### src/rtl/io_pkg.sv
// io_pkg: shared register indices for the polled device port.
// Assumes word-aligned register slots at the bottom of the I/O window.
package io_pkg;
    localparam int NREG        = 4;
    localparam int IDX_IN_STAT = 0;  // offset 0x0
    localparam int IDX_IN_DATA = 1;  // offset 0x4
    localparam int IDX_OUT_STAT = 2; // offset 0x8
    localparam int IDX_OUT_DATA = 3; // offset 0xC
endpackage

### src/rtl/io_win_decode.sv
// io_win_decode: splits bus accesses between memory and device registers.
// The window is every address whose bits above WIN_LSB are all ones.
// Byte-lane bits [1:0] are ignored. Assumes rd and wr are never both high.
module io_win_decode #(
    parameter int ADDR_W  = 32,
    parameter int WIN_LSB = 16,
    parameter int NREG    = 4
) (
    input  logic              clk,
    input  logic              rst_n,
    input  logic [ADDR_W-1:0] addr,
    input  logic              rd,
    input  logic              wr,
    output logic              mem_sel,
    output logic [NREG-1:0]   rd_hit,
    output logic [NREG-1:0]   wr_hit
);
    localparam int OFS_W = WIN_LSB - 2;

    logic             in_win;
    logic [OFS_W-1:0] word_ofs;
    logic [NREG-1:0]  slot_hit;
    logic [1:0]       unused_lane;

    assign in_win      = &addr[ADDR_W-1:WIN_LSB];
    assign word_ofs    = addr[WIN_LSB-1:2];
    assign unused_lane = addr[1:0];
    assign mem_sel     = (rd | wr) & ~in_win;

    // one comparator per register slot
    for (genvar i = 0; i < NREG; i++) begin : g_slot
        assign slot_hit[i] = in_win && (word_ofs == OFS_W'(i));
        assign rd_hit[i]   = slot_hit[i] & rd;
        assign wr_hit[i]   = slot_hit[i] & wr;
    end


    mem_dev_excl_chk: assert property (@(posedge clk) disable iff (!rst_n)
        !(mem_sel && ((|rd_hit) || (|wr_hit))));
endmodule

### src/rtl/io_in_chan.sv
// io_in_chan: input channel holding the device byte and its ready flag.
// A device strobe captures a byte and sets ready. A processor take clears
// ready. If both happen in the same cycle, the strobe wins.
module io_in_chan #(
    parameter int BYTE_W = 8
) (
    input  logic              clk,
    input  logic              rst_n,
    input  logic              strobe,
    input  logic [BYTE_W-1:0] dev_byte,
    input  logic              take,
    output logic              ready,
    output logic [BYTE_W-1:0] data
);
    // ready flag: the device sets it, the data load clears it
    always_ff @(posedge clk) begin
        if (!rst_n)      ready <= 1'b0;
        else if (strobe) ready <= 1'b1;
        else if (take)   ready <= 1'b0;
    end

    // data holding register: loaded only by the device strobe
    always_ff @(posedge clk) begin
        if (!rst_n)      data <= '0;
        else if (strobe) data <= dev_byte;
    end


    in_capture_chk: assert property (@(posedge clk) disable iff (!rst_n)
        strobe |=> (ready && data == $past(dev_byte)));

    in_clear_chk: assert property (@(posedge clk) disable iff (!rst_n)
        (take && !strobe) |=> !ready);

    in_hold_chk: assert property (@(posedge clk) disable iff (!rst_n)
        (!take && !strobe) |=> ($stable(ready) && $stable(data)));
endmodule

### src/rtl/io_out_chan.sv
// io_out_chan: output channel holding the byte for the device and its
// ready flag. The device's free pulse sets ready. A processor store clears
// ready, latches the byte and pulses load for one cycle. If free and the
// store happen in the same cycle, free wins for the flag.
module io_out_chan #(
    parameter int BYTE_W = 8
) (
    input  logic              clk,
    input  logic              rst_n,
    input  logic              free,
    input  logic              put,
    input  logic [BYTE_W-1:0] put_byte,
    output logic              ready,
    output logic [BYTE_W-1:0] data,
    output logic              load
);
    // ready flag: the device sets it, the data store clears it
    always_ff @(posedge clk) begin
        if (!rst_n)    ready <= 1'b0;
        else if (free) ready <= 1'b1;
        else if (put)  ready <= 1'b0;
    end

    // output byte register and its one-cycle delivery pulse
    always_ff @(posedge clk) begin
        if (!rst_n) begin
            data <= '0;
            load <= 1'b0;
        end else begin
            load <= put;
            if (put) data <= put_byte;
        end
    end


    out_deliver_chk: assert property (@(posedge clk) disable iff (!rst_n)
        put |=> (load && data == $past(put_byte)));

    out_pulse_chk: assert property (@(posedge clk) disable iff (!rst_n)
        !put |=> (!load && $stable(data)));

    out_free_wins_chk: assert property (@(posedge clk) disable iff (!rst_n)
        free |=> ready);

    out_clear_chk: assert property (@(posedge clk) disable iff (!rst_n)
        (put && !free) |=> !ready);

    out_hold_chk: assert property (@(posedge clk) disable iff (!rst_n)
        (!put && !free) |=> $stable(ready));
endmodule

### src/rtl/mmio_poll_port.sv
// mmio_poll_port: polled device port mapped into the top of the address space.
// Loads and stores in the window reach status and data words of an input
// and an output channel. Other accesses raise mem_sel. Load data is
// combinational. Assumes one access per cycle and a synchronous active-low reset.
module mmio_poll_port #(
    parameter int ADDR_W  = 32,
    parameter int DATA_W  = 32,
    parameter int BYTE_W  = 8,
    parameter int WIN_LSB = 16
) (
    input  logic              clk,
    input  logic              rst_n,
    input  logic [ADDR_W-1:0] bus_addr,
    input  logic              bus_rd,
    input  logic              bus_wr,
    input  logic [DATA_W-1:0] bus_wdata,
    output logic [DATA_W-1:0] bus_rdata,
    output logic              mem_sel,
    input  logic              in_strobe,
    input  logic [BYTE_W-1:0] in_byte,
    input  logic              out_free,
    output logic [BYTE_W-1:0] out_byte,
    output logic              out_load
);
    import io_pkg::*;

    localparam int PAD_W = DATA_W - BYTE_W;

    logic [NREG-1:0]   rd_hit;
    logic [NREG-1:0]   wr_hit;
    logic              in_ready;
    logic [BYTE_W-1:0] in_data;
    logic              out_ready;
    logic [DATA_W-1:0] reg_val [NREG];
    logic [PAD_W-1:0]  unused_wdata_hi;
    logic [3:0]        unused_wr_hit;

    // Only the low byte of store data and the output data slot's write
    // strobe are consumed.
    assign unused_wdata_hi = bus_wdata[DATA_W-1:BYTE_W];
    assign unused_wr_hit   = 4'(wr_hit & ~(NREG'(1) << IDX_OUT_DATA));

    io_win_decode #(
        .ADDR_W (ADDR_W),
        .WIN_LSB(WIN_LSB),
        .NREG   (NREG)
    ) i_decode (
        .clk    (clk),
        .rst_n  (rst_n),
        .addr   (bus_addr),
        .rd     (bus_rd),
        .wr     (bus_wr),
        .mem_sel(mem_sel),
        .rd_hit (rd_hit),
        .wr_hit (wr_hit)
    );

    io_in_chan #(.BYTE_W(BYTE_W)) i_in (
        .clk     (clk),
        .rst_n   (rst_n),
        .strobe  (in_strobe),
        .dev_byte(in_byte),
        .take    (rd_hit[IDX_IN_DATA]),
        .ready   (in_ready),
        .data    (in_data)
    );

    io_out_chan #(.BYTE_W(BYTE_W)) i_out (
        .clk     (clk),
        .rst_n   (rst_n),
        .free    (out_free),
        .put     (wr_hit[IDX_OUT_DATA]),
        .put_byte(bus_wdata[BYTE_W-1:0]),
        .ready   (out_ready),
        .data    (out_byte),
        .load    (out_load)
    );

    assign reg_val[IDX_IN_STAT]  = DATA_W'(in_ready);
    assign reg_val[IDX_IN_DATA]  = {{PAD_W{1'b0}}, in_data};
    assign reg_val[IDX_OUT_STAT] = DATA_W'(out_ready);
    assign reg_val[IDX_OUT_DATA] = {{PAD_W{1'b0}}, out_byte};

    // load data: OR together the selected slots, 0 when none is selected
    always_comb begin
        bus_rdata = '0;
        for (int i = 0; i < NREG; i++) begin
            if (rd_hit[i]) bus_rdata = bus_rdata | reg_val[i];
        end
    end


    idle_rdata_chk: assert property (@(posedge clk) disable iff (!rst_n)
        (bus_rd && mem_sel) |-> (bus_rdata == '0));

    status_bits_chk: assert property (@(posedge clk) disable iff (!rst_n)
        (rd_hit[IDX_IN_STAT] || rd_hit[IDX_OUT_STAT]) |-> (bus_rdata[DATA_W-1:1] == '0));
endmodule

### config.mk
export PLATFORM = sky130hd
export DESIGN_NAME = mmio_poll_port
export DESIGN_NICKNAME = d
export VERILOG_FILES = /design/src/rtl/io_pkg.sv /design/src/rtl/io_win_decode.sv /design/src/rtl/io_in_chan.sv /design/src/rtl/io_out_chan.sv /design/src/rtl/mmio_poll_port.sv
export SDC_FILE = /design/constraint.sdc
export NUM_CORES = 1
export LEC_CHECK = 0
export BUFFER_PORTS_ARGS = -buffer_cell sky130_fd_sc_hd__clkbuf_2
export CELL_PAD_IN_SITES_DETAIL_PLACEMENT = 1
export CELL_PAD_IN_SITES_GLOBAL_PLACEMENT = 1
export CORE_MARGIN = 5
export CORE_UTILIZATION = 25
export CTS_CLUSTER_DIAMETER = 200
export CTS_CLUSTER_SIZE = 25
export DETAILED_ROUTE_END_ITERATION = 7
export HOLD_SLACK_MARGIN = 0.1
export PLACE_DENSITY_LB_ADDON = 0.08
export SYNTH_ARGS = -nofsm -noshare
export SYNTH_HDL_FRONTEND = slang
export SYNTH_SLANG_ARGS = --single-unit
### constraint.sdc
create_clock -name clk -period 4.5 [get_ports clk]
set_input_delay 0.9 -clock clk [delete_from_list [all_inputs] [get_ports clk]]
set_output_delay 0.9 -clock clk [all_outputs]
set_load 0.02 [all_outputs]
==> Word level (Yosys, flattened, before mapping) <==
Index checks and enable logic that the tools add are counted.
{ "totals": {"regBits": 19, "inputBits": 78, "output_inout_bits": 42} }
{ "classes": {"eq_ne": 3, "n_mux": 8, "n_bitwise": 11, "reduce_logical": 8} }
{ "op_table": {"columns": ["cell", "n"], "rows": [
  ["$mux 32", 3],
  ["$or 32x1->32", 1],
  ["$or 32x8->32", 1],
  ["$eq 14x2->1 const B", 2],
  ["$reduce_and 16->1", 1],
  ["$eq 14x1->1 const B", 1],
  ["$logic_not 14->1", 1],
  ["$or 1x8->8", 1],
  ["$and 1x1->1", 6],
  ["$mux 1", 5],
  ["$logic_and 1x1->1", 4],
  ["$reduce_bool 2->1", 2],
  ["$not 1->1", 1],
  ["$or 1x1->1", 1]
]} }

==> Logic depth before layout (Yosys ltp) <==
Gate-level depths: netlist of run 1.
{ "depth": {"ltp_word": 10, "ltp_mapped": 6} }

==> By module <==
From an unflattened synthesis of run 1, not the netlist that was laid out.
{ "hier_totals": {"cells_unflattened": 123, "area_unflattened_um2": 1183.6} }
{ "modules_own_cells": {"columns": ["mod", "n_inst", "cells_per_inst", "area_per_inst_um2", "seq_area_each_um2"], "rows": [
  ["io_out_chan", 1, 30, 361.6, 200.2],
  ["io_in_chan", 1, 28, 335.3, 180.2],
  ["mmio_poll_port", 1, 37, 296.5, 0.0],
  ["io_win_decode", 1, 28, 190.2, 0.0]
]} }

==> Least setup slack after synthesis of run 1 <==
OpenSTA, ideal clock, no wires.
{ "synth_path": {"path_kind": "input -> output", "from": "in bus_addr[26]", "to": "out bus_rdata[1]", "t_arrival_ns": 2.201, "setup_slack_ns": 1.399, "path_stages": 5, "n_path_buf": 1, "cell_sequence": "nand4_1 -> or3_1 -> or3_1 -> buf_2 -> nor2_1"} }
{ "synth_between": {"elab_chain_len": 8, "word_cells_on_any_way": 12, "cone_classes": "mux: 3; bitwise: 5; reduce/logical: 4"} }
{ "synth_lines": {"columns": ["item", "line", "rtl"], "rows": [
  ["from (decl)", "mmio_poll_port.sv:13", "input logic [ADDR_W-1:0] bus_addr,"],
  ["$reduce_and 16->1 *", "io_win_decode.sv:25", "assign in_win = &addr[ADDR_W-1:WIN_LSB];"],
  ["$logic_and 1x1->1", "io_win_decode.sv:32", "assign slot_hit[i] = in_win && (word_ofs == OFS_W'(i));"],
  ["$and 1x1->1", "io_win_decode.sv:33", "assign rd_hit[i] = slot_hit[i] & rd;"],
  ["$mux 32", "mmio_poll_port.sv:88", "if (rd_hit[i]) bus_rdata = bus_rdata | reg_val[i];"],
  ["$or 32x1->32", "mmio_poll_port.sv:88", null],
  ["$mux 32", "mmio_poll_port.sv:88", null],
  ["$or 32x8->32", "mmio_poll_port.sv:88", null],
  ["$mux 32 *", "mmio_poll_port.sv:88", null],
  ["to (decl)", "mmio_poll_port.sv:17", "output logic [DATA_W-1:0] bus_rdata,"]
]} }
Mark *: on every way between the ends. The rest lies on a longest branch, timed or not.

==> Final worst setup path of run 1 <==
{ "layout_path": {"from": "in bus_addr[5]", "to": "out bus_rdata[5]"} }
{ "layout_between": {"elab_chain_len": 8, "word_cells_on_any_way": 14, "cone_classes": "eq/ne: 3; mux: 3; bitwise: 5; reduce/logical: 3"} }
{ "layout_lines": {"columns": ["item", "line"], "rows": [
  ["$eq 14x1->1", "io_win_decode.sv:32"],
  ["$logic_and 1x1->1", "io_win_decode.sv:32"],
  ["$and 1x1->1", "io_win_decode.sv:33"],
  ["$mux 32", "mmio_poll_port.sv:88"],
  ["$or 32x1->32", "mmio_poll_port.sv:88"],
  ["$mux 32", "mmio_poll_port.sv:88"],
  ["$or 32x8->32", "mmio_poll_port.sv:88"],
  ["$mux 32 *", "mmio_poll_port.sv:88"]
]} }
Marks and branches as above.

==> flow_metrics.py, run 1 <==
metrics = {
    "status": {
        "status": "finished, final reports clean",
    },
    "detailed_routing": {
        "drt_first_pass_iters": 4,
        "drt_iter0_markers": 48,
        "avgRoutedWirePerCell_um": 15.1,
        "viasPerCell": 4.43,
        "ant_nets": 0,
        "wl_um": 3990,
        "vias": 1169,
        "drc": 0,
    },
    "pwr": {
        "irDropWorstVdd_mv": 0.172,
        "power.total_uw": 362,
        "p_int_uw": 265,
        "combPwrFrac_pct": 18.7,
        "power.switching_uw": 97.2,
        "p_seq_share_pct": 48.7,
        "clkPwrFrac_pct": 32.6,
        "p_sw_share_pct": 26.8,
        "cellLeakagePower_uw": 0.000717,
        "p_per_area_mw_per_mm2": 234,
    },
    "worst_setup_path": {
        "cp_slowest_cell": "or3_1",
        "crit_type": "in2out",
        "r2r_cells": 2,
        "cp_common_cell": "clkbuf_2",
        "crit_cells": 6,
        "crit_family": "simple AND/OR/NAND/NOR gates",
        "setup.worst_path.start": "bus_addr[5]",
        "path_max_fanout": 11,
        "start_kind": "input pin",
        "path_cells": "clkbuf_2 > nor4_2 > nand3_1 > or3_1 > nor2_1 > clkbuf_2",
        "crit_path_max_incr_delay_ns": 0.65,
        "critical_path_required_ns": 3.60,
        "arrival_ns": 2.75,
        "r2r-start": "i_out.data[1]",
        "cp-end-kind": "output port",
        "crit_buf_inv": 2,
    },
    "grt": {
        "grt_overflow": 0,
        "grt_pass1_wl_um": 6180,
        "top_usage_layer": "met2",
        "grt_use_met2_pct": 22.6,
        "grt_max_degree": 20,
        "antenna_found_initial": 0,
        "grt.met3_usage_pct": 3.95,
        "grt_pass1_vias": 1223,
        "track_usage_pct": 12.3,
        "use_met1_pct": 14.2,
    },
    "floorplan": {
        "io_pins": 120,
        "core-area_sq_mm": 0.00472,
        "die_h_um": 79.7,
        "start_util_pct": 25.7,
        "die_x_um": 79.7,
        "row_count": 25,
        "die-area_sq_mm": 0.00635,
    },
    "synth": {
        "yosys.area.top_type_share_pct": 31.3,
        "synthCells": 133,
        "synth_warnings": 0,
        "syn_area_sq_mm": 0.00121,
        "yosys-top-cells-area": "dfxtp_1, buf_4, mux2i_1, nand4_1, a21boi_0",
        "avgSynthCellArea_sq_um": 9.13,
        "synth.distinct_cells": 26,
        "synth_seq_cells": 19,
        "synth_top_area_cell": "dfxtp_1",
        "seq_area_frac_synth_pct": 31.3,
    },
    "sta": {
        "finalCriticalPeriod_ns": 3.65,
        "rsz0062_at_grt": "no",
        "finalCritPeriodShare_pct": 81.2,
        "relSlewSlack_pct": 54.1,
        "setup-tns-final_ns": 0,
        "setup_viol": 0,
        "tightest_slew_ns": 0.685,
        "hold_viol": 0,
        "slew_viol_final": 0,
        "skew_ns": 0,
        "fmax_mhz": 274,
    },
    "clock_network": {
        "post_cts_resized": 0,
        "cts_tree": "yes",
        "hold_buffers": 0,
        "path_clk_slew_ns": 0.07,
        "cts_root_buffer": "clkbuf_8",
        "numCtsBuffers": 3,
        "clockBufferDepth": 2,
        "clock_sinks": 19,
        "post_cts_buffers": 0,
        "clk_latency_ns": 0.25,
        "htreeDepth": 1,
    },
    "cells_and_area": {
        "final_cell_mix": "clkbuf_2, conb_1, dfxtp_1, mux2i_1, nand4_1",
        "diodes": 0,
        "synthToLayoutAreaGrowth_pct": 27.5,
        "fillers": 592,
        "drive_above_1_share_pct": 39.1,
        "fin_nets": 276,
        "final_common_cell": "clkbuf_2",
    },
    "placement": {
        "dpl.hpwl_um": 3270,
        "routabilityCongestion": 0.708,
        "numPortBuffers": 69,
    },
    "hold_path": {
        "hp-start": "i_out.data[6]",
        "hold_depth": 2,
        "hold_class": "reg2reg",
    },
    "job": {
        "max-cap-violations": 0,
    },
}
==> area by class of cell <==
| type | instances | area, sq um | area share (%) |
|---|---|---|---|
| Clock buffer | 4 | 45.0 | 2.91 |
| Multi-Input combinational cell | 105 | 694 | 44.8 |
| Sequential cell | 19 | 380 | 24.6 |
| Tap cell | 67 | 83.8 | 5.41 |
| Timing Repair Buffer | 69 | 345 | 22.3 |
==> synth_stat cells <==
cell      instances
o31a_1            1
a21boi_0          8
nor2b_1           8
o21a_1            2
conb_1            1
and3_2            1
mux2i_1          15
nor2_1           10
mux4_2            1
nor3_1            1
or3_1             2
buf_6             1
a21oi_1           1
o31ai_1           8
and4_1            3
and2_1            1
nor3_2            1
nand4_1          13
buf_4            25
o41a_1            1
nand3_1           2
nor4_2            2
clkbuf_1          2
buf_2             3
clkbuf_2          1
dfxtp_1          19
==> worst paths after layout <==
| kind | slack, ns | endpoint |
|---|---|---|
| max | 0.85 | bus_rdata[5] |
| min reg2reg | 0.50 | i_out.data[6] |
| max reg2reg | 3.80 | i_out.data[1] |
| min | 0.50 | i_out.data[6] |
==> per-layer routing <==
layer,wire [um],vias to the layer above,part of all wire [%]
met5,0,-,0
met4,0,0,0
met3,299,0,7.5
met2,2090,49,52
met1,1600,554,40
li1,-,566,-
==> state kept, by name, summed over array words and instances (netlist names) <==
name / count
i_out.data: 8
i_out.ready: 1
i_in.ready: 1
i_in.data: 8
i_out.load: 1
==> worst register-to-register path: stages (launching register included) <==
cell	delay [ns]
dfxtp_1	0.38
o31ai_1	0.09
a21boi_0	0.16
==> logic make-up after synthesis <==
logic type,share of synthesized area [%]
compound gates,13.2
buf+inv,18.6
flops,31.3
mux,14.2
other cells,0.309
simple gates,22.3
==> stage by stage <==
step	area, sq um	hold WS (ns)	utilization, %	setup slack, ns	cells
after CTS	1550	0.510	32.8	0.803	264
after floorplan	1300	0.477	-	1.40	156
final	1550	0.503	32.8	0.848	264
after detailed placement	1500	0.499	31.8	0.798	260
after global placement	1500	0.493	31.8	0.895	260
after global routing	1550	0.532	32.8	0.654	264
==> power groups by stage <==
stage               clock [uW]  combinational (uW)  sequential [uW]
finish                     118                67.7              176
global route               131                74.2              177
CTS                        123                67.7              176
detailed placement           0                67.4              180
global placement             0                65.7              180
floorplan                    0                55.8              179
Note: power is estimated with default switching activity, not from simulation.
==> run 2: changes to the inputs <==
CORE_UTILIZATION = 23   (was 25)
clock period = 3.8 ns   (was 4.5 ns; I/O delays follow)
==> run 2 against run 1 <==
Hold slack better by 0.012 ns. Clock power up 22%. Sequential power is 19% higher. Cell area is 0.97% higher. Worst setup slack lost 0.29 ns. Clock skew unchanged. Critical path depth is the same. First-iteration DRC count shrank 40%. Global-route usage shrank 0.64 points. Combinational power rose by 17%. Critical endpoint is now bus_rdata[1].
==> flow_metrics.py, run 2 (synthesized netlist as in run 1, its figures left out) <==
metrics = {
    "grt": {
        "track_usage_pct": 11.6,
        "grt_max_degree": 20,
        "grt_pass1_wl_um": 6110,
        "grt_pass1_vias": 1289,
        "grt_overflow": 0,
        "antenna_found_initial": 0,
    },
    "sta": {
        "slew_viol_final": 0,
        "finalCriticalPeriod_ns": 3.24,
        "setup-tns-final_ns": 0,
        "fmax_mhz": 309,
        "whs_ns": 0.515,
        "relSlewSlack_pct": 52.8,
        "setup_viol": 0,
        "rsz0062_at_grt": "no",
        "finalCritPeriodShare_pct": 85.3,
        "skew_ns": 0,
        "hold_viol": 0,
        "tightest_slew_ns": 0.704,
    },
    "placement": {
        "routabilityCongestion": 0.746,
        "dpl.hpwl_um": 3390,
        "numPortBuffers": 69,
    },
    "detailed_routing": {
        "avgRoutedWirePerCell_um": 15.1,
        "drt_iter0_markers": 29,
        "viasPerCell": 4.40,
        "ant_nets": 0,
        "vias": 1180,
        "drt_first_pass_iters": 4,
        "wl_um": 4060,
        "drc": 0,
    },
    "job": {
        "max-cap-violations": 0,
    },
    "worst_setup_path": {
        "arrival_ns": 2.48,
        "cp-end-kind": "output port",
        "critical_path_required_ns": 3.04,
        "crit_type": "in2out",
        "path_max_fanout": 12,
        "start_kind": "input pin",
    },
    "clock_network": {
        "post_cts_resized": 0,
        "post_cts_buffers": 0,
        "clockBufferDepth": 2,
        "cts_tree": "yes",
        "cts_root_buffer": "clkbuf_8",
        "numCtsBuffers": 3,
        "clk_latency_ns": 0.25,
        "hold_buffers": 0,
        "htreeDepth": 1,
        "path_clk_slew_ns": 0.07,
        "clock_sinks": 19,
    },
    "floorplan": {
        "die_x_um": 82.7,
        "row_count": 26,
        "die-area_sq_mm": 0.00684,
        "die_h_um": 82.7,
        "start_util_pct": 23.8,
        "core-area_sq_mm": 0.00511,
        "io_pins": 120,
    },
    "cells_and_area": {
        "synthToLayoutAreaGrowth_pct": 28.7,
        "final_cell_mix": "clkbuf_2, conb_1, dfxtp_1, mux2i_1, nand4_1",
        "drive_above_1_share_pct": 39.9,
        "diodes": 0,
        "multi_input_area_sq_um": 694,
        "fillers": 658,
        "fin_nets": 277,
        "largest_registers": "i_in.data: 8 flops, i_out.data: 8 flops",
        "final_common_cell": "clkbuf_2",
        "layout.area.seq_sq_um": 380,
    },
    "pwr": {
        "p_per_area_mw_per_mm2": 276,
        "cellLeakagePower_uw": 0.000720,
        "irDropWorstVdd_mv": 0.131,
    },
    "status": {
        "status": "finished, final reports clean",
    },
    "hold_path": {
        "hold_class": "reg2reg",
    },
}
## run 2: cell count changes in the layout (fill, tap and decap cells not counted), sizes merged
cell	before	now
buf	0	1
clkbuf	73	72
clkinvlp	0	1
## run 2: per-layer routing
layer / global-route usage (%) / wire length, um / share of wire, % / vias up
met4: 2.45 / 25 / 0.62 / 0
li1: - / - / - / 567
met1: 13.4 / 1600 / 39 / 568
met5: 0 / 0 / 0 / -
met3: 2.82 / 291 / 7.2 / 4
met2: 21.6 / 2140 / 53 / 41
## run 2: worst paths after layout
path              slack [ns]          start            end  cells past startpoint
hold reg to reg         0.51  i_out.data[0]  i_out.data[0]                      2
setup / recovery        0.56   bus_addr[26]   bus_rdata[1]                      6
hold / removal          0.51  i_out.data[0]  i_out.data[0]                      2
setup reg to reg        3.04  i_out.data[2]  i_out.data[2]                      2
## run 2: stage by stage
| stage | worst slack [ns] | total power, uW | instances | area (sq um) | utilization, % |
|---|---|---|---|---|---|
| after floorplan | 0.979 | 278 | 156 | 1300 | - |
| after global placement | 0.577 | 291 | 264 | 1520 | 29.7 |
| after detailed placement | 0.519 | 293 | 264 | 1520 | 29.7 |
| after CTS | 0.517 | 438 | 268 | 1560 | 30.6 |
| after global routing | 0.430 | 458 | 268 | 1560 | 30.6 |
| final | 0.560 | 432 | 268 | 1560 | 30.6 |
## run 2: critical path, cell delays in order
cell	delay, ns
clkbuf_2	0.08
nand4_1	0.12
or3_1	0.60
or3_1	0.56
nor2_1	0.16
clkbuf_2	0.19
## run 2: power by group
| part | leakage, uW | switching [uW] | internal [uW] |
|---|---|---|---|
| sequential | 0.000155 | 3.29 | 206 |
| clock | 0.0000217 | 70.1 | 73.9 |
| combinational | 0.000543 | 45.6 | 33.7 |
| total | 0.000720 | 119 | 313 |
## run 2: final cells by class
| class | count | area share [%] |
|---|---|---|
| multi-input combinational | 105 | 44.4 |
| sequential | 19 | 24.3 |
| timing repair buffer | 70 | 22.6 |
| tap | 70 | 5.60 |
| clock buffer | 3 | 2.64 |
| clock inverter | 1 | 0.480 |
==> run 3: changes to the inputs <==
--- a/config.mk
+++ b/config.mk
@@ -11,3 +11,4 @@
 export CORE_MARGIN = 5
-export CORE_UTILIZATION = 23
+export CORE_UTILIZATION = 24
+export CTS_BUF_LIST = sky130_fd_sc_hd__clkbuf_8
 export CTS_CLUSTER_DIAMETER = 200
==> constraint.sdc (replaced) <==
create_clock -name clk -period 3.8 [get_ports clk]
set_input_delay 0.19 -clock clk [delete_from_list [all_inputs] [get_ports clk]]
set_output_delay 0.19 -clock clk [all_outputs]
set_load 0.02 [all_outputs]
==> run 3 against run 2 <==
Cell area fell by 0.96%. Hold slack got worse by 0.37 ns. First-iteration DRC count rose to 2.9 times the previous value. Sequential cell count did not move. Clock skew did not move. Combinational power rose by 1%. Register-to-register slack improved by 0.06 ns. Critical path depth did not move. Count of clock-buffer cells in the layout did not move. Via count barely moved. Sequential power barely moved. Power fell by 0.82%.
==> flow_metrics.py, run 3 (synthesized netlist as in run 1, its figures left out) <==
metrics = {
    "status": {
        "status": "finished, final reports clean",
    },
    "clock_network": {
        "path_clk_slew_ns": 0.07,
        "numCtsBuffers": 3,
        "post_cts_resized": 0,
        "htreeDepth": 1,
        "clock_sinks": 19,
        "clockBufferDepth": 2,
        "post_cts_buffers": 0,
        "cts_tree": "yes",
        "cts_root_buffer": "clkbuf_8",
        "hold_buffers": 0,
        "clk_latency_ns": 0.25,
    },
    "detailed_routing": {
        "viasPerCell": 4.47,
        "wl_um": 4100,
        "avgRoutedWirePerCell_um": 15.5,
        "vias": 1181,
        "drt_iter0_markers": 83,
        "drc": 0,
        "ant_nets": 0,
        "drt_first_pass_iters": 2,
    },
    "sta": {
        "finalCritPeriodShare_pct": 58.9,
        "fin_ws_ns": 1.56,
        "setup_viol": 0,
        "hold_viol": 0,
        "tightest_slew_ns": 0.707,
        "skew_ns": 0,
        "finalCriticalPeriod_ns": 2.24,
        "slew_viol_final": 0,
        "setup-tns-final_ns": 0,
        "rsz0062_at_grt": "no",
        "relSlewSlack_pct": 52.6,
        "fmax_mhz": 447,
    },
    "cells_and_area": {
        "fin_nets": 276,
        "design_area_sq_mm": 0.00155,
        "final_cell_mix": "clkbuf_2, conb_1, dfxtp_1, mux2i_1, nand4_1",
        "final_common_cell": "clkbuf_2",
        "synthToLayoutAreaGrowth_pct": 27.5,
        "stdcell_count": 264,
        "diodes": 0,
        "largest_registers": "i_in.data: 8 flops, i_out.data: 8 flops",
        "final_util_pct": 32.2,
        "drive_above_1_share_pct": 39.1,
    },
    "grt": {
        "grt_pass1_vias": 1300,
        "antenna_found_initial": 0,
        "grt_pass1_wl_um": 6360,
        "grt_max_degree": 20,
        "grt_overflow": 0,
        "track_usage_pct": 12.3,
    },
    "floorplan": {
        "row_count": 25,
        "die_x_um": 81.2,
        "die-area_sq_mm": 0.00659,
        "die_h_um": 81.2,
        "io_pins": 120,
        "core-area_sq_mm": 0.00482,
        "start_util_pct": 25.2,
    },
    "pwr": {
        "p_seq_share_pct": 48.8,
        "p_int_uw": 311,
        "clkPwrFrac_pct": 32.5,
        "combPwrFrac_pct": 18.7,
        "p_per_area_mw_per_mm2": 277,
        "p_sw_share_pct": 27.4,
        "irDropWorstVdd_mv": 0.120,
        "cellLeakagePower_uw": 0.000721,
        "power.switching_uw": 117,
    },
    "placement": {
        "place_inst": 260,
        "dpl.hpwl_um": 3310,
        "dpl-instance-area_sq_mm": 0.00150,
        "numPortBuffers": 69,
        "dp_worst_setup_slack_ns": 1.54,
        "routabilityCongestion": 0.661,
    },
    "worst_setup_path": {
        "arrival_ns": 2.05,
        "critical_path_required_ns": 3.61,
        "start_kind": "input pin",
        "path_max_fanout": 11,
        "ff2ff_setup_slack_ns": 3.10,
        "r2r_cells": 2,
        "cp-end-kind": "output port",
        "crit_type": "in2out",
    },
    "hold_path": {
        "hold_depth": 2,
        "hold_class": "in2reg",
    },
    "job": {
        "max-cap-violations": 0,
    },
}
## run 3: worst paths after layout
| check | from | endpoint |
|---|---|---|
| worst max-delay path | bus_addr[5] | bus_rdata[2] |
| worst min-delay path | out_free | i_out.ready |
| worst max register to register | i_out.data[7] | i_out.data[7] |
| worst min register to register | i_out.data[5] | i_out.data[5] |
## run 3: critical path, stage by stage
cell	delay, ns
clkbuf_2	0.09
nor4_2	0.34
nand3_1	0.41
or3_1	0.66
nor2_1	0.16
clkbuf_2	0.18
## run 3: layout make-up
class | instances | area (sq um)
sequential | 19 | 380
fill | 607 | 3270
tap | 67 | 83.8
clock buffer | 3 | 41.3
clock inverter | 1 | 3.75
multi-input combinational | 105 | 694
timing repair buffer | 69 | 345
## run 3: metrics by stage
step,power (uW),hold slack [ns]
floorplan,278,0.314
global route,449,0.150
CTS,438,0.142
global placement,291,0.408
detailed placement,294,0.413
finish,429,0.148
## run 3: per-layer routing
layer	track usage (%)	share of wire, %
met2	21.8	52
met5	0	0
met1	15.3	41
met3	3.55	6.7
met4	1.01	0.34
## run 3: power groups by stage
| stage | combinational, uW | clock [uW] | sequential [uW] |
|---|---|---|---|
| finish | 80.3 | 139 | 209 |
| global route | 88.1 | 152 | 210 |
| CTS | 80.5 | 149 | 209 |
| detailed placement | 80.2 | 0 | 213 |
| global placement | 78.3 | 0 | 213 |
| floorplan | 66.1 | 0 | 212 |
